<file path="src/rtl/plic_pkg.sv">
package plic_pkg;

    localparam int BUS_W  = 32;
    localparam int ADDR_W = 22;

    localparam logic [ADDR_W-1:0] OFF_PEND  = 22'h001000;
    localparam logic [ADDR_W-1:0] OFF_EN    = 22'h002000;
    localparam logic [ADDR_W-1:0] OFF_THR   = 22'h200000;
    localparam logic [ADDR_W-1:0] OFF_CLAIM = 22'h200004;

    typedef enum logic [2:0] {
        RG_NONE,
        RG_PRIO,
        RG_PEND,
        RG_EN,
        RG_THR,
        RG_CLAIM
    } region_e;

    function automatic region_e decode_region(input logic [ADDR_W-1:0] addr);
        region_e r;
        r = RG_NONE;
        if (addr[ADDR_W-1:12] == '0 && addr[1:0] == 2'b00) r = RG_PRIO;
        else if (addr == OFF_PEND)  r = RG_PEND;
        else if (addr == OFF_EN)    r = RG_EN;
        else if (addr == OFF_THR)   r = RG_THR;
        else if (addr == OFF_CLAIM) r = RG_CLAIM;
        return r;
    endfunction

endpackage

</file>
<file path="src/rtl/plic_gateway.sv">
module plic_gateway #(
    parameter int NUM_SRC = 32,
    parameter int ID_W    = $clog2(NUM_SRC)
) (
    input  logic               clk,
    input  logic               rst,
    input  logic [NUM_SRC-1:0] src_i,
    input  logic [NUM_SRC-1:0] en_i,
    input  logic               clr_valid_i,
    input  logic [ID_W-1:0]    clr_id_i,
    output logic [NUM_SRC-1:0] pend_o
);

    typedef struct packed {
        logic [NUM_SRC-1:0] src;
        logic [NUM_SRC-1:0] pend;
    } gw_t;

    gw_t                st_d, st_q;
    logic [NUM_SRC-1:0] rise;
    logic [NUM_SRC-1:0] clr_vec;

    always_comb begin
        rise    = src_i & ~st_q.src;
        clr_vec = '0;
        if (clr_valid_i) clr_vec[clr_id_i] = 1'b1;
        st_d.src  = src_i;
        // a new edge in the same cycle as its completion keeps the bit set
        st_d.pend = (st_q.pend & ~clr_vec) | (rise & en_i);
        st_d.pend[0] = 1'b0;
    end

    always_ff @(posedge clk) begin
        if (rst) st_q <= '0;
        else     st_q <= st_d;
    end

    assign pend_o = st_q.pend;

    AST_CLEAR_DONE: assert property (@(posedge clk) disable iff (rst)
        (clr_valid_i && !rise[clr_id_i]) |=> !pend_o[$past(clr_id_i)]);

    generate
        for (genvar g = 0; g < NUM_SRC; g++) begin : g_src
            AST_DISABLED_IGNORED: assert property (@(posedge clk) disable iff (rst)
                (!en_i[g] && !pend_o[g]) |=> !pend_o[g]);
            AST_HELD_ONCE: assert property (@(posedge clk) disable iff (rst)
                (src_i[g] && $past(src_i[g]) && !pend_o[g]) |=> !pend_o[g]);
        end
    endgenerate

endmodule

</file>
<file path="src/rtl/plic_regs.sv">
module plic_regs
    import plic_pkg::*;
#(
    parameter int NUM_SRC = 32,
    parameter int PRIO_W  = 3,
    parameter int ID_W    = $clog2(NUM_SRC)
) (
    input  logic                           clk,
    input  logic                           rst,
    input  logic                           wr_i,
    input  logic [ADDR_W-1:0]              addr_i,
    input  logic [BUS_W-1:0]               wdata_i,
    output logic [NUM_SRC-1:0][PRIO_W-1:0] prio_o,
    output logic [NUM_SRC-1:0]             en_o,
    output logic [PRIO_W-1:0]              thr_o
);

    typedef struct packed {
        logic [NUM_SRC-1:0][PRIO_W-1:0] prio;
        logic [NUM_SRC-1:0]             en;
        logic [PRIO_W-1:0]              thr;
    } cfg_t;

    localparam logic [NUM_SRC-1:0] EN_MASK = {{(NUM_SRC-1){1'b1}}, 1'b0};

    cfg_t       st_d, st_q;
    region_e    region;
    logic [9:0] slot;

    always_comb begin
        region = decode_region(addr_i);
        slot   = addr_i[11:2];
        st_d   = st_q;
        if (wr_i) begin
            case (region)
                RG_PRIO: if (slot != 10'd0 && slot < 10'(NUM_SRC))
                             st_d.prio[slot[ID_W-1:0]] = wdata_i[PRIO_W-1:0];
                RG_EN:   st_d.en  = wdata_i[NUM_SRC-1:0] & EN_MASK;
                RG_THR:  st_d.thr = wdata_i[PRIO_W-1:0];
                default: ;
            endcase
        end
    end

    always_ff @(posedge clk) begin
        if (rst) st_q <= '0;
        else     st_q <= st_d;
    end

    assign prio_o = st_q.prio;
    assign en_o   = st_q.en;
    assign thr_o  = st_q.thr;

    AST_SLOT0_EMPTY: assert property (@(posedge clk) disable iff (rst)
        (prio_o[0] == '0) && !en_o[0]);

endmodule

</file>
<file path="src/rtl/plic_arbiter.sv">
module plic_arbiter #(
    parameter int NUM_SRC = 32,
    parameter int PRIO_W  = 3,
    parameter int ID_W    = $clog2(NUM_SRC)
) (
    input  logic [NUM_SRC-1:0]             pend_i,
    input  logic [NUM_SRC-1:0]             en_i,
    input  logic [NUM_SRC-1:0][PRIO_W-1:0] prio_i,
    input  logic [PRIO_W-1:0]              thr_i,
    output logic [ID_W-1:0]                best_id_o
);

    logic [PRIO_W-1:0] best_p;

    always_comb begin
        best_id_o = '0;
        best_p    = thr_i;
        // strict compare: threshold masks equals, earlier ID keeps ties
        for (int i = 1; i < NUM_SRC; i++) begin
            if (pend_i[i] && en_i[i] && (prio_i[i] > best_p)) begin
                best_id_o = ID_W'(i);
                best_p    = prio_i[i];
            end
        end
    end

endmodule

</file>
<file path="src/rtl/plic_top.sv">
module plic_top
    import plic_pkg::*;
#(
    parameter int NUM_SRC = 32,
    parameter int PRIO_W  = 3
) (
    input  logic                clk,
    input  logic                rst,
    input  logic [NUM_SRC-1:0]  src_i,
    input  logic                bus_sel,
    input  logic                bus_wr,
    input  logic [ADDR_W-1:0]   bus_addr,
    input  logic [BUS_W-1:0]    bus_wdata,
    output logic [BUS_W-1:0]    bus_rdata,
    output logic                irq_o
);

    localparam int ID_W = $clog2(NUM_SRC);

    logic [NUM_SRC-1:0][PRIO_W-1:0] prio;
    logic [NUM_SRC-1:0]             en;
    logic [NUM_SRC-1:0]             pend;
    logic [PRIO_W-1:0]              thr;
    logic [ID_W-1:0]                claim_id;
    logic                           wr;
    logic                           clr_valid;
    region_e                        region;
    logic [9:0]                     slot;

    always_comb begin
        region    = decode_region(bus_addr);
        slot      = bus_addr[11:2];
        wr        = bus_sel && bus_wr;
        clr_valid = wr && (region == RG_CLAIM) && (bus_wdata != '0)
                    && (bus_wdata < BUS_W'(NUM_SRC));
        bus_rdata = '0;
        case (region)
            RG_PRIO:  if (slot < 10'(NUM_SRC)) bus_rdata = BUS_W'(prio[slot[ID_W-1:0]]);
            RG_PEND:  bus_rdata = BUS_W'(pend);
            RG_EN:    bus_rdata = BUS_W'(en);
            RG_THR:   bus_rdata = BUS_W'(thr);
            RG_CLAIM: bus_rdata = BUS_W'(claim_id);
            default:  ;
        endcase
    end

    plic_regs #(.NUM_SRC(NUM_SRC), .PRIO_W(PRIO_W), .ID_W(ID_W)) u_regs (
        .clk     (clk),
        .rst     (rst),
        .wr_i    (wr),
        .addr_i  (bus_addr),
        .wdata_i (bus_wdata),
        .prio_o  (prio),
        .en_o    (en),
        .thr_o   (thr)
    );

    plic_gateway #(.NUM_SRC(NUM_SRC), .ID_W(ID_W)) u_gateway (
        .clk         (clk),
        .rst         (rst),
        .src_i       (src_i),
        .en_i        (en),
        .clr_valid_i (clr_valid),
        .clr_id_i    (bus_wdata[ID_W-1:0]),
        .pend_o      (pend)
    );

    plic_arbiter #(.NUM_SRC(NUM_SRC), .PRIO_W(PRIO_W), .ID_W(ID_W)) u_arb (
        .pend_i    (pend),
        .en_i      (en),
        .prio_i    (prio),
        .thr_i     (thr),
        .best_id_o (claim_id)
    );

    assign irq_o = (claim_id != '0);

    AST_CLAIM_ELIGIBLE: assert property (@(posedge clk) disable iff (rst)
        (claim_id != '0) |-> (pend[claim_id] && en[claim_id] && (prio[claim_id] > thr)));
    AST_CLAIM_NONZERO_PRIO: assert property (@(posedge clk) disable iff (rst)
        (claim_id != '0) |-> (prio[claim_id] != '0));
    AST_ID0_NOT_PENDING: assert property (@(posedge clk) disable iff (rst)
        !pend[0]);
    AST_IRQ_NEEDS_PENDING: assert property (@(posedge clk) disable iff (rst)
        irq_o |-> ((pend & en) != '0));
    AST_READ_KEEPS_PENDING: assert property (@(posedge clk) disable iff (rst)
        (bus_sel && !bus_wr && region == RG_CLAIM) |=> ((pend & $past(pend)) == $past(pend)));

endmodule

</file>
<file path="config.mk">
export PLATFORM = sky130hd
export DESIGN_NAME = plic_top
export DESIGN_NICKNAME = d
export VERILOG_FILES = /design/src/rtl/plic_pkg.sv /design/src/rtl/plic_gateway.sv /design/src/rtl/plic_regs.sv /design/src/rtl/plic_arbiter.sv /design/src/rtl/plic_top.sv
export SDC_FILE = /design/constraint.sdc
export NUM_CORES = 1
export LEC_CHECK = 0
export BUFFER_PORTS_ARGS = -buffer_cell sky130_fd_sc_hd__buf_2
export CAP_MARGIN = 20
export CORE_MARGIN = 4
export CORE_UTILIZATION = 25
export CTS_BUF_LIST = sky130_fd_sc_hd__clkbuf_2 sky130_fd_sc_hd__clkbuf_4 sky130_fd_sc_hd__clkbuf_8
export CTS_CLUSTER_SIZE = 8
export DETAILED_ROUTE_END_ITERATION = 8
export GPL_TIMING_DRIVEN = 1
export PLACE_DENSITY = 0.44
export SLEW_MARGIN = 20
export SYNTH_ARGS = -nofsm -noshare
export SYNTH_HDL_FRONTEND = slang
export SYNTH_SLANG_ARGS = --single-unit
</file>
<file path="constraint.sdc">
create_clock -name clk -period 59 [get_ports clk]
set_input_delay 11.8 -clock clk [delete_from_list [all_inputs] [get_ports clk]]
set_output_delay 11.8 -clock clk [all_outputs]
set_load 0.05 [all_outputs]
</file>
After elaboration in Yosys (flattened, before gate mapping)
Cells that the tools add are included.
{"block": "op_classes", "order_cmp": 37, "n_eq_ne": 9, "mux": 76, "n_bitwise": 6, "n_reduce_logical": 78}
{"cell": "$pmux W32 S5", "n": 1}
{"cell": "$mux W3", "n": 42}
{"cell": "$and A32 B32 Y32", "n": 3}
{"cell": "$bwmux W96", "n": 1}
{"cell": "$gt A3 B3 Y1", "n": 31}
{"cell": "$mux W5", "n": 16}
{"cell": "$logic_and A1 B1 Y1", "n": 70}
{"cell": "$not A32 Y32", "n": 2}
{"cell": "$eq A22 B22 Y1 const B", "n": 2}
{"cell": "$lt A32 B6 Y1 const B", "n": 1}
{"cell": "$mux W32", "n": 1}
{"cell": "$mux W4", "n": 8}
{"cell": "$or A32 B32 Y32", "n": 1}
{"cell": "$reduce_bool A32 Y1", "n": 1}
{"cell": "$eq A22 B13 Y1 const B", "n": 1}
{"cell": "$eq A22 B14 Y1 const B", "n": 1}
{"cell": "$bmux W3 S5", "n": 1}
{"cell": "$demux W3 S5", "n": 1}
{"cell": "$lt A5 B6 Y1 const B", "n": 2}
{"cell": "$ge A5 B1 Y1 const B", "n": 2}
{"cell": "$logic_not A10 Y1", "n": 1}
{"cell": "$lt A10 B6 Y1 const B", "n": 1}
{"cell": "$reduce_bool A10 Y1", "n": 1}
{"cell": "$eq A3 B2 Y1 const B", "n": 2}
{"cell": "9 further kinds", "n": 13}
{"block": "word_totals", "reg_bits": 194, "inputBits": 90, "out_inout_bits": 33}

Logic depth before layout (Yosys ltp)
Gate-level depths: netlist of the first run.
{"block": "logic_depth", "ltp_word": 94, "depth_mapped": 217, "depth_no_buf": 213}

Cells and area by module
A second synthesis of the first run with hierarchy kept.
{"block": "hier_totals", "hier_cells": 1686, "hier_area_um2": 14221.1}
{"module": "plic_regs", "instances": 1, "cells_per_inst": 525, "area_per_inst_um2": 5527.8, "seq_area_each_um2": 2602.5}
{"module": "plic_arbiter", "instances": 1, "cells_per_inst": 728, "area_per_inst_um2": 4630.7, "seq_area_each_um2": 0.0}
{"module": "plic_gateway", "instances": 1, "cells_per_inst": 269, "area_per_inst_um2": 2583.7, "seq_area_each_um2": 1241.2}
{"module": "plic_top", "instances": 1, "cells_per_inst": 164, "area_per_inst_um2": 1478.9, "seq_area_each_um2": 0.0}

Worst setup path before layout of the first run
OpenSTA, ideal clock, no wires.
{"block": "synth_timing", "kind": "register to output", "from": "reg u_regs.st_q (netlist bit u_regs.thr_o[2])", "to": "out bus_rdata[3]", "t_arrival_ps": 39707, "t_required_ps": 47200, "setup_slack_ps": 7493, "stages_incl_launch_ff": 211, "cell_sequence": "dfxtp_1 > inv_1 > ha_1 > nor2_2 > a31o_2 > nor2_1 > mux2_2 > ha_1 > nor2_1 > nand3_1 > a221oi_1 > nor2_1 > a21oi_1 > ha_1 > nor2_1 > o21ai_0 > a211o_1 > o2bb2a_2 > [... 175 more ...] > a2111oi_0 > a211oi_2 > a21oi_2 > mux2_2 > ha_1 > inv_1 > a21o_1 > a21oi_1 > a311oi_1 > mux2_2 > ha_1 > o21a_1 > o2111ai_1 > nand2b_1 > inv_1 > nand2_1 > nor3_1 > o21ai_0"}
{"block": "synth_via", "elab_chain_cells": 94}
{"item": "from (decl)", "line_no": "plic_regs.sv:26", "rtl": "cfg_t st_d, st_q;"}
{"item": "from (signal assigned)", "line_no": "plic_regs.sv:47", "rtl": "else st_q <= st_d;"}
{"item": "$gt A3 B3 Y1", "line_no": "plic_arbiter.sv:20", "rtl": "if (pend_i[i] && en_i[i] && (prio_i[i] > best_p)) begin"}
{"item": "$logic_and A1 B1 Y1", "line_no": "plic_arbiter.sv:20"}
{"item": "$mux W3 (*)", "line_no": "plic_arbiter.sv:20"}
{"item": "$gt A3 B3 Y1", "line_no": "plic_arbiter.sv:20"}
{"item": "$logic_and A1 B1 Y1", "line_no": "plic_arbiter.sv:20"}
{"item": "$mux W3 (*)", "line_no": "plic_arbiter.sv:20"}
{"item": "$gt A3 B3 Y1", "line_no": "plic_arbiter.sv:20"}
{"item": "$logic_and A1 B1 Y1", "line_no": "plic_arbiter.sv:20"}
{"item": "[... 78 more ...]"}
{"item": "$mux W3", "line_no": "plic_arbiter.sv:20"}
{"item": "$gt A3 B3 Y1", "line_no": "plic_arbiter.sv:20"}
{"item": "$logic_and A1 B1 Y1", "line_no": "plic_arbiter.sv:20"}
{"item": "$mux W3", "line_no": "plic_arbiter.sv:20"}
{"item": "$gt A3 B3 Y1", "line_no": "plic_arbiter.sv:20"}
{"item": "$logic_and A1 B1 Y1", "line_no": "plic_arbiter.sv:20"}
{"item": "$mux W5 (*)", "line_no": "plic_arbiter.sv:20"}
{"item": "$pmux W32 S5 (*)", "line_no": "plic_top.sv:37", "rtl": "case (region)"}
{"item": "to (decl)", "line_no": "plic_top.sv:14", "rtl": "output logic [BUS_W-1:0] bus_rdata,"}
Mark *: on every way between the ends. The rest lies on a longest branch, timed or not.

Final worst setup path of the first run
{"block": "layout_timing", "from": "reg u_regs.st_q (netlist bit u_regs.thr_o[2])", "to": "out bus_rdata[4]"}
{"block": "layout_via", "elab_chain_cells": 94}
{"item": "$gt A3 B3 Y1", "line_no": "plic_arbiter.sv:20"}
{"item": "$logic_and A1 B1 Y1", "line_no": "plic_arbiter.sv:20"}
{"item": "$mux W3 (*)", "line_no": "plic_arbiter.sv:20"}
{"item": "$gt A3 B3 Y1", "line_no": "plic_arbiter.sv:20"}
{"item": "$logic_and A1 B1 Y1", "line_no": "plic_arbiter.sv:20"}
{"item": "$mux W3 (*)", "line_no": "plic_arbiter.sv:20"}
{"item": "$gt A3 B3 Y1", "line_no": "plic_arbiter.sv:20"}
{"item": "$logic_and A1 B1 Y1", "line_no": "plic_arbiter.sv:20"}
{"item": "[... 78 more ...]"}
{"item": "$mux W3", "line_no": "plic_arbiter.sv:20"}
{"item": "$gt A3 B3 Y1", "line_no": "plic_arbiter.sv:20"}
{"item": "$logic_and A1 B1 Y1", "line_no": "plic_arbiter.sv:20"}
{"item": "$mux W3", "line_no": "plic_arbiter.sv:20"}
{"item": "$gt A3 B3 Y1", "line_no": "plic_arbiter.sv:20"}
{"item": "$logic_and A1 B1 Y1", "line_no": "plic_arbiter.sv:20"}
{"item": "$mux W5 (*)", "line_no": "plic_arbiter.sv:20"}
{"item": "$pmux W32 S5 (*)", "line_no": "plic_top.sv:37"}
Marks and branches as above.

==> results.rst, run 1 <==
.. list-table::
   :header-rows: 1

   * - Metric
     - Value
   * - Number of buffers added by the clock tree synthesis step
     - 17
   * - Number of enable flip-flop cells after synthesis
     - 0
   * - Sequential cell area fraction in the yosys report
     - around 30%
   * - Sequential fraction of design power
     - between 50% and 60%
   * - Post-Syn Nets
     - approximately 1800
   * - Dominant combinational cell family by area after synthesis
     - simple AND/OR/NAND/NOR gates
   * - Slowest cell delay on critical path
     - 0.62 ns
   * - Worst slew pin tran
     - 1.13 ns
   * - Clock Skews
     - 0.0135 ns
   * - Adder-cell share of the synthesized area
     - approximately 4.0%
   * - Most used flip-flop cell after synthesis
     - sky130_fd_sc_hd__dfxtp_1
   * - Number of detailed-route iterations in the first pass
     - 5
   * - Std cell rows
     - 83
   * - Number of violations reported at the end of detailed-routing iteration 0
     - 1080
   * - Chip width
     - 236 um
   * - Number of nets in the layout
     - about 1900
   * - Status
     - finished clean
   * - Post-place setup slack
     - between 1.5 and 2 ns
   * - First-pass GRT wire length
     - between 70000 and 80000 um
   * - Core region area
     - around 0.051 mm^2
   * - Element type at the critical path start
     - flop
   * - All-Layer GR Usage
     - 17.5%
   * - Maximum clock rate
     - between 15 and 20 MHz
   * - Number of ports placed on the die boundary
     - ~120
   * - Xor-xnor portion of the synthesized cell area
     - 0%
   * - Number of nets with antenna violations after routing
     - 0
   * - Vias post-DR
     - around 13000
   * - Standby leakage power
     - 5.13 nW
   * - Multiplexer fraction of the synthesized cell area
     - ~7.7%
   * - Clock transition at the registers of the reported paths
     - 0.12 ns
   * - Data arrival time of the critical path
     - 43.90 ns
   * - Die footprint
     - about 0.056 mm^2
   * - Power dissipated by switching net loads
     - roughly 0.066 mW
   * - Post-detail-place hpwl
     - 36300 um
   * - Final clock period utilization by the worst path
     - about 94%
   * - Cell internal pwr
     - between 0.15 and 0.2 mW
   * - Critical Setup Path Class
     - reg2out
   * - Final setup violation count
     - 0
   * - Share of layout cells above drive strength 1
     - ~16%
   * - PortBufs
     - ~120
   * - Clock sink total
     - between 150 and 200
   * - Final Hold Fails
     - 0
   * - Post-synthesis share of cell area spent on and, or, nand and nor gates
     - about 28%
   * - Largest voltage drop on the vdd net
     - between 0.01 and 0.015 mV
   * - Number of antenna violations at the first check in global routing
     - 1
   * - Part of the total power dissipated in combinational logic
     - 6.1%
   * - Number of vias per cell
     - about 5.3
   * - Number of standard cells after synthesis
     - between 1500 and 2000
   * - Clock insertion delay at the later pin of the skew report
     - between 0.5 and 0.6 ns
   * - GR Overflow Total
     - 0
   * - Number of global-route vias before repair
     - 12663
   * - Placer congestion estimate
     - 0.842
   * - Final Worst Setup Slack
     - 3.30 ns
   * - Final critical delay including setup and external delays
     - 55.70 ns
   * - CTS max path bufs
     - 2
   * - Clock network power share
     - roughly two fifths
   * - Post-synth cell types
     - 99
   * - Area grow syn2layout
     - 13.7%
   * - Fin cells
     - 2460
   * - Type of the most critical hold path
     - reg2reg
   * - Maximum number of pins on one net before global-route repair
     - 122
   * - Synth Area in Compound Gates
     - about a quarter
   * - Netlist area before placement
     - ~0.013 mm^2
   * - Number of placed instances, taps included
     - ~2400
   * - Number of remaining DRC errors
     - 0
   * - Endpoint required time on the critical path
     - ~47 ns
   * - Fraction of synthesis flops using an asynchronous set or reset pin
     - 0%
   * - Wirelength per Cell
     - between 20 and 25 um
   * - Clock tree from TritonCTS
     - built
   * - Worst Path Max Fanout
     - 9
   * - Slew Limit Headroom
     - between 20% and 30%
   * - Avg Cell Area, Syn
     - about 7.7 um^2
   * - Share of total power consumed by net switching
     - between 20% and 30%
   * - Max Cap Violations
     - 0
   * - Number of pins exceeding their max-slew limit in the final report
     - 0
   * - WL final
     - between 50000 and 60000 um
   * - Slowest stage cell, crit path
     - sky130_fd_sc_hd__or4_1
   * - Number of H-tree branching levels
     - 4
   * - Root buffer cell
     - sky130_fd_sc_hd__clkbuf_8
   * - Hold bufs inserted after CTS
     - 0
   * - Initial Util
     - roughly a quarter
   * - Category of the worst setup path capture point
     - output port
   * - Warnings, synthesis
     - 0
   * - Die Height
     - ~240 um
   * - P per Cell Area
     - approximately 16 mW/mm^2
   * - Yosys reg bits
     - about 190
==> critical path, delay by kind of cell, from the launching register on <==
family,cells,cell delay [ns]
AO/OA/AOI/OAI,70,14.29
adder cells (fa/ha/maj),37,10.37
buffers and inverters,6,0.71
flip-flops,1,0.41
multiplexers,6,2.26
AND/OR/NAND/NOR,88,15.31
==> power groups by stage <==
stage          clock, mW  sequential, mW  combinational (mW)
2_1_floorplan          0           0.134             0.00708
3_3_place_gp           0           0.134              0.0143
3_5_place_dp           0           0.134              0.0145
4_1_cts           0.0944           0.131              0.0145
5_1_grt           0.0985           0.131              0.0157
6_report          0.0908           0.131              0.0144
==> final timing paths <==
check	startpoint	end	slack, ns	depth (start not counted)
min	u_regs.prio_o[0]$_SDFFE_PP0P_	u_regs.prio_o[0]$_SDFFE_PP0P_	0.47	1
max reg2reg	u_regs.prio_o[23]$_SDFFE_PP0P_	u_regs.prio_o[23]$_SDFFE_PP0P_	58.08	2
min reg2reg	u_regs.prio_o[0]$_SDFFE_PP0P_	u_regs.prio_o[0]$_SDFFE_PP0P_	0.47	1
max	u_regs.thr_o[2]$_SDFFE_PP0P_	bus_rdata[4]	3.30	207
==> sequential cells by signal, summed over array words and instances, names as in the netlist <==
| register | flops |
|---|---|
| u_regs.prio_o | 96 |
| u_gateway.pend_o | 31 |
| u_gateway.st_q | 31 |
| u_regs.en_o | 31 |
| u_regs.thr_o | 3 |
==> area by class of cell <==
cell class,count,area [um^2]
Antenna cell,2,5.00
Clock buffer,17,234
Clock inverter,15,149
Fill cell,5678,36600
Inverter,61,229
Multi-Input combinational cell,1352,8690
Sequential cell,192,3840
Tap cell,680,851
Timing Repair Buffer,141,762
==> per-stage QoR <==
step	util, %	total power [mW]	area (um^2)	TNS, ns	hold slack, ns
floorplan	-	0.141	13000	0	0.433
global placement	27.7	0.148	14200	0	0.449
detailed placement	27.7	0.148	14200	0	0.458
CTS	28.4	0.240	14600	0	0.475
global route	28.7	0.245	14800	-0.0676	0.492
finish	28.7	0.236	14800	0	0.475
==> what timing repair did <==
action	CTS	global route
setup buffers	0	6
setup endpoints to repair	0	6
resized for setup	0	23
==> cell families after synthesis <==
kind of cell,Yosys count
buffers and inverters,149
muxes,68
adders and majority gates,43
and+or+nand+nor,724
AOI/OAI and AO/OA,517
DFF,192
==> Yosys cell counts (all sizes together) (5+ instances only) <==
cell	n	area (um^2)
nand2	240	906
dfxtp	192	3840
a21oi	179	915
nor2	157	604
o21ai	107	547
nand3	91	460
clkbuf	73	274
inv	61	229
nand3b	40	300
ha	37	463
nor2b	37	231
mux2i	36	360
a22o	30	263
a31oi	30	215
nor3	30	171
and3	25	156
mux4	24	541
and2	23	144
nor4	21	168
o211ai	16	120
a22oi	15	126
buf	15	67.6
or2	14	87.6
a211oi	12	118
nand4	11	75.1
o211a	10	100
o21a	10	82.6
o22ai	10	62.6
o31ai	10	85.1
a21o	8	60.1
mux2	8	93.8
or3	8	50.1
a31o	7	61.3
o2111ai	7	61.3
a221oi	6	52.6
maj3	6	60.1
nor3b	6	45.0
a211o	5	45.0
a21boi	5	37.5
o31a	5	43.8
==> routing by layer <==
metal | share of wire, % | track usage (%) | wire [um]
met2 | 46 | 28.6 | 23500
met1 | 47 | 24.5 | 23700
met4 | 1.7 | 4.09 | 836
met3 | 4.8 | 2.58 | 2410
met5 | 0 | 0 | 0
==> cells in the final DEF (no fill, tap or decap), types with 26 or more instances in the layout <==
| cell | instances |
|---|---|
| sky130_fd_sc_hd__nor2_1 | 150 |
| sky130_fd_sc_hd__o21ai_0 | 98 |
| sky130_fd_sc_hd__dfxtp_1 | 192 |
| sky130_fd_sc_hd__mux2i_1 | 36 |
| sky130_fd_sc_hd__a21oi_1 | 176 |
| sky130_fd_sc_hd__buf_2 | 120 |
| sky130_fd_sc_hd__ha_1 | 37 |
| sky130_fd_sc_hd__inv_1 | 61 |
| sky130_fd_sc_hd__nand3_1 | 90 |
| sky130_fd_sc_hd__nand2_1 | 238 |
| sky130_fd_sc_hd__nand3b_1 | 40 |
| sky130_fd_sc_hd__nor3_1 | 26 |
| sky130_fd_sc_hd__nor2b_1 | 37 |
| sky130_fd_sc_hd__a22o_1 | 30 |
No activity file was read; power rests on OpenSTA's default activity.
==> run 2: changes to the inputs <==
--- a/config.mk
+++ b/config.mk
@@ -14,7 +14,9 @@
 export DETAILED_ROUTE_END_ITERATION = 8
 export GPL_TIMING_DRIVEN = 1
 export PLACE_DENSITY = 0.44
+export RECOVER_POWER = 50
 export SLEW_MARGIN = 20
 export SYNTH_ARGS = -nofsm -noshare
 export SYNTH_HDL_FRONTEND = slang
+export SYNTH_HIERARCHICAL = 1
 export SYNTH_SLANG_ARGS = --single-unit
==> results.rst, run 2 <==
.. list-table::
   :header-rows: 1

   * - Metric
     - Value
   * - Data arrival time of the critical path
     - 43.99 ns (+0.09 ns)
   * - Std cell rows
     - 87 (+4.8%)
   * - Critical Setup Path Class
     - reg2out
   * - First-pass GRT wire length
     - 78200 um (+2.8%)
   * - Number of buffer and inverter instances along the worst setup path
     - 7 (+1)
   * - Root buffer cell
     - sky130_fd_sc_hd__clkbuf_8
   * - Number of nets in the layout
     - 1861 (-1.6%)
   * - Slowest cell delay on critical path
     - 0.58 ns (-0.04 ns)
   * - Post-detail-place hpwl
     - 40900 um (+13%)
   * - Maximum number of pins on one net before global-route repair
     - 105 (-14%)
   * - Violations in the final reports
     - max-capacitance violations, max-slew violations
   * - Cell type contributing the most total cell area after synthesis
     - sky130_fd_sc_hd__dfxtp_1
   * - Largest voltage drop on the vdd net
     - 0.0118 mV (-4.5%)
   * - Area grow syn2layout
     - 11.0%
   * - Max Cap Violations
     - 6 (+6)
   * - Final critical delay including setup and external delays
     - 55.79 ns (+0.0862 ns)
   * - Placer congestion estimate
     - 0.880 (+4.6%)
   * - Share of layout cells above drive strength 1
     - 15.2% (-1.3 points)
   * - Min Hold Slack
     - 0.477 ns (+0.00251 ns)
   * - WL final
     - 53000 um (+5.1%)
   * - Final Util
     - 28.0% (-0.72 points)
   * - Final Hold Fails
     - 0 (unchanged)
   * - All-Layer GR Usage
     - 16.9% (-0.62 points)
   * - Number of filler cells placed in the layout
     - 6199 (+9.2%)
   * - Core region area
     - 0.0564 mm^2 (+9.7%)
   * - Most frequent cell on the critical path
     - sky130_fd_sc_hd__nor2_1
   * - Leading cell type in the layout, fill and taps excluded
     - sky130_fd_sc_hd__nand2b_1
   * - Number of standard cells after synthesis
     - 1686 (-0.41%)
   * - Cell internal pwr
     - 0.182 mW (+7.3%)
   * - Number of vias per cell
     - 5.17 (-3.2%)
   * - Clock tree from TritonCTS
     - built
   * - Number of pins exceeding their max-slew limit in the final report
     - 330 (+330)
   * - Category of the worst setup path capture point
     - output port
   * - Commonest cells post-synth
     - 202 x sky130_fd_sc_hd__nand2b_1, 192 x sky130_fd_sc_hd__dfxtp_1, 136 x sky130_fd_sc_hd__mux2i_1
   * - Share of total power consumed by net switching
     - 25.7% (-2.2 points)
   * - Clock network power share
     - 39.7% (+1.2 points)
   * - Clock transition at the registers of the reported paths
     - 0.10 ns (-0.02 ns)
   * - Maximum clock rate
     - 17.9 MHz (-0.15%)
   * - Clock insertion delay at the later pin of the skew report
     - 0.52 ns (about the same)
   * - Chip width
     - 247 um (+4.5%)
   * - Category of cells accounting for the largest share of critical-path delay
     - compound AO/OA/AOI/OAI gates
   * - Element type at the critical path start
     - flop
   * - Yosys reg bits
     - 192 (unchanged)
   * - Top-area cell type share of the netlist area
     - 27.0% (-2.6 points)
   * - Number of antenna violations at the first check in global routing
     - 1 (unchanged)
   * - Power dissipated by switching net loads
     - 0.0633 mW (-4.1%)
   * - Flip-flop count of the largest register, all copies and words added
     - 96 (unchanged)
   * - Part of the total power dissipated in combinational logic
     - 7.0% (+0.9 points)
   * - PortBufs
     - 121 (unchanged)
   * - Warnings, synthesis
     - 6 (+6)
   * - Number of enable flip-flop cells after synthesis
     - 0 (unchanged)
   * - Number of H-tree branching levels
     - 4 (unchanged)
   * - Die Height
     - 247 um (+4.5%)
   * - Worst Path Max Fanout
     - 7 (-2)
   * - Most used flip-flop cell after synthesis
     - sky130_fd_sc_hd__dfxtp_1
   * - Worst slew pin tran
     - 3.53 ns (+2.40 ns)
   * - Netlist area before placement
     - 0.0142 mm^2 (+9.5%)
   * - CTS max path bufs
     - 2 (unchanged)
   * - Hold bufs inserted after CTS
     - 0 (unchanged)
   * - Total power
     - 0.246 mW (+4.1%)
   * - Slowest stage cell, crit path
     - sky130_fd_sc_hd__or4b_1
   * - Final setup violation count
     - 0 (unchanged)
   * - Top area cells in the synthesized netlist
     - sky130_fd_sc_hd__dfxtp_1 27%, sky130_fd_sc_hd__mux2i_1 9.6%, sky130_fd_sc_hd__nand2b_1 8.9%, sky130_fd_sc_hd__ha_1 3.3%, sky130_fd_sc_hd__mux4_2 3.2%
   * - Register-to-Register Setup Slack
     - 57.99 ns (-0.09 ns)
   * - Slew Limit Headroom
     - -136% (-160 points)
   * - Endpoint required time on the critical path
     - 47.20 ns (about the same)
   * - Number of violations reported at the end of detailed-routing iteration 0
     - 876 (-19%)
   * - Vias post-DR
     - 12956 (-1.4%)
   * - Standby leakage power
     - 6.36 nW (+24%)
   * - Sequential cell area fraction in the yosys report
     - 27.0% (-2.6 points)
   * - Avg Cell Area, Syn
     - 8.43 um^2 (+10%)
   * - Status
     - finished, violations left
   * - Post-Syn Nets
     - 1813 (-0.38%)
   * - Number of ports placed on the die boundary
     - 123 (unchanged)
   * - Leading cell types in the layout, fill and taps excluded
     - 202 x sky130_fd_sc_hd__nand2b_1, 191 x sky130_fd_sc_hd__dfxtp_1, 135 x sky130_fd_sc_hd__mux2i_1
   * - Number of global-route vias before repair
     - 12584 (-0.62%)
   * - Post-synth cell types
     - 111 (+12%)
   * - GR Overflow Total
     - 0 (unchanged)
   * - Final clock period utilization by the worst path
     - 94.6% (+0.15 points)
   * - Die footprint
     - 0.0608 mm^2 (+9.2%)
   * - Type of the most critical hold path
     - reg2reg
   * - Number of nets with antenna violations after routing
     - 0 (unchanged)
   * - Clock sink total
     - 192 (unchanged)
   * - Number of detailed-route iterations in the first pass
     - 7 (+2)
   * - Number of buffers added by the clock tree synthesis step
     - 17 (unchanged)
   * - Library cell with the highest instance count after synthesis
     - sky130_fd_sc_hd__nand2b_1
   * - Initial Util
     - 25.2% (-0.034 points)
   * - Fraction of synthesis flops using an asynchronous set or reset pin
     - 0% (unchanged)
   * - Setup Total Neg Slack
     - 0 ns (unchanged)
   * - Sequential fraction of design power
     - 53.3% (-2.1 points)
   * - Number of remaining DRC errors
     - 0 (unchanged)
   * - P per Cell Area
     - 15.6 mW/mm^2 (-2.6%)
   * - Clock Skews
     - 0.0117 ns (-0.00176 ns)
   * - Wirelength per Cell
     - 21.2 um (+3.3%)
==> run 2: changes by cell type in the layout (fill, tap and decap cells not counted), sizes merged, moves of 29 or more <==
cell and delta:
nand2b +198, a21oi -132, nand2 -126, mux2i +101
o21ai -48, nor2 -37, o2bb2ai +30, nand3b -29
==> run 2: power by group through the flow <==
stage	Combinational (mW)	Clock, mW	Sequential [mW]
3_3_place_gp	0.0170	0	0.134
3_5_place_dp	0.0171	0	0.134
6_report	0.0172	0.0976	0.131
5_1_grt	0.0186	0.105	0.131
2_1_floorplan	0.00936	0	0.134
4_1_cts	0.0171	0.100	0.131
==> run 2: path summary, 6_finish.rpt <==
check,from,to,cells after the start
max,u_regs/thr_o[1]$_SDFFE_PP0P_,bus_rdata[2],220
min,u_regs/prio_o[1]$_SDFFE_PP0P_,u_regs/prio_o[1]$_SDFFE_PP0P_,1
max reg2reg,u_regs/en_o[26]$_SDFFE_PP0P_,u_gateway/pend_o[26]$_SDFF_PP0_,2
min reg2reg,u_regs/prio_o[1]$_SDFFE_PP0P_,u_regs/prio_o[1]$_SDFFE_PP0P_,1
==> run 2: per-layer routing <==
layer / routed length, um / vias up / track usage [%]
met4: 1080 / 0 / 4.22
met3: 2670 / 52 / 3.18
met5: 0 / - / 0
li1: - / 6221 / -
met2: 24700 / 350 / 27.8
met1: 24600 / 6333 / 22.8
==> run 2: cells by family after synthesis <==
logic type               count (synthesis)  share of synthesized area [%]
other                                    2                         0.0528
multiplexers                           168                           13.7
AND/OR/NAND/NOR                        754                           29.8
adder cells (fa/ha/maj)                 52                           4.32
AO/OA/AOI/OAI                          354                           19.1
buffers and inverters                  164                           6.01
flip-flops                             192                           27.0
==> run 2: layout make-up <==
cell class	count	area (um^2)	area share (%)
sequential	192	3840	24.4
inverter	61	229	1.45
clock buffer	20	269	1.70
multi-input combinational	1330	9660	61.2
antenna	2	5.00	0.0317
timing repair buffer	132	679	4.30
clock inverter	12	155	0.983
tap	756	946	5.99
==> run 2: repair_timing <==
item                                   CTS  global route
setup buffers                            0             4
endpoints found under the hold margin    0             0
setup endpoints to repair                0             6
resized for setup                        0            34
==> run 2: metrics by stage <==
step | std cells | instance area, um^2 | worst slack, ns
finish | 2505 | 15800 | 3.21
global route | 2503 | 15800 | -0.0174
CTS | 2499 | 15600 | 0.699
detailed placement | 2467 | 15200 | 1.43
global placement | 2467 | 15200 | 1.72
floorplan | 1686 | 14200 | 7.63
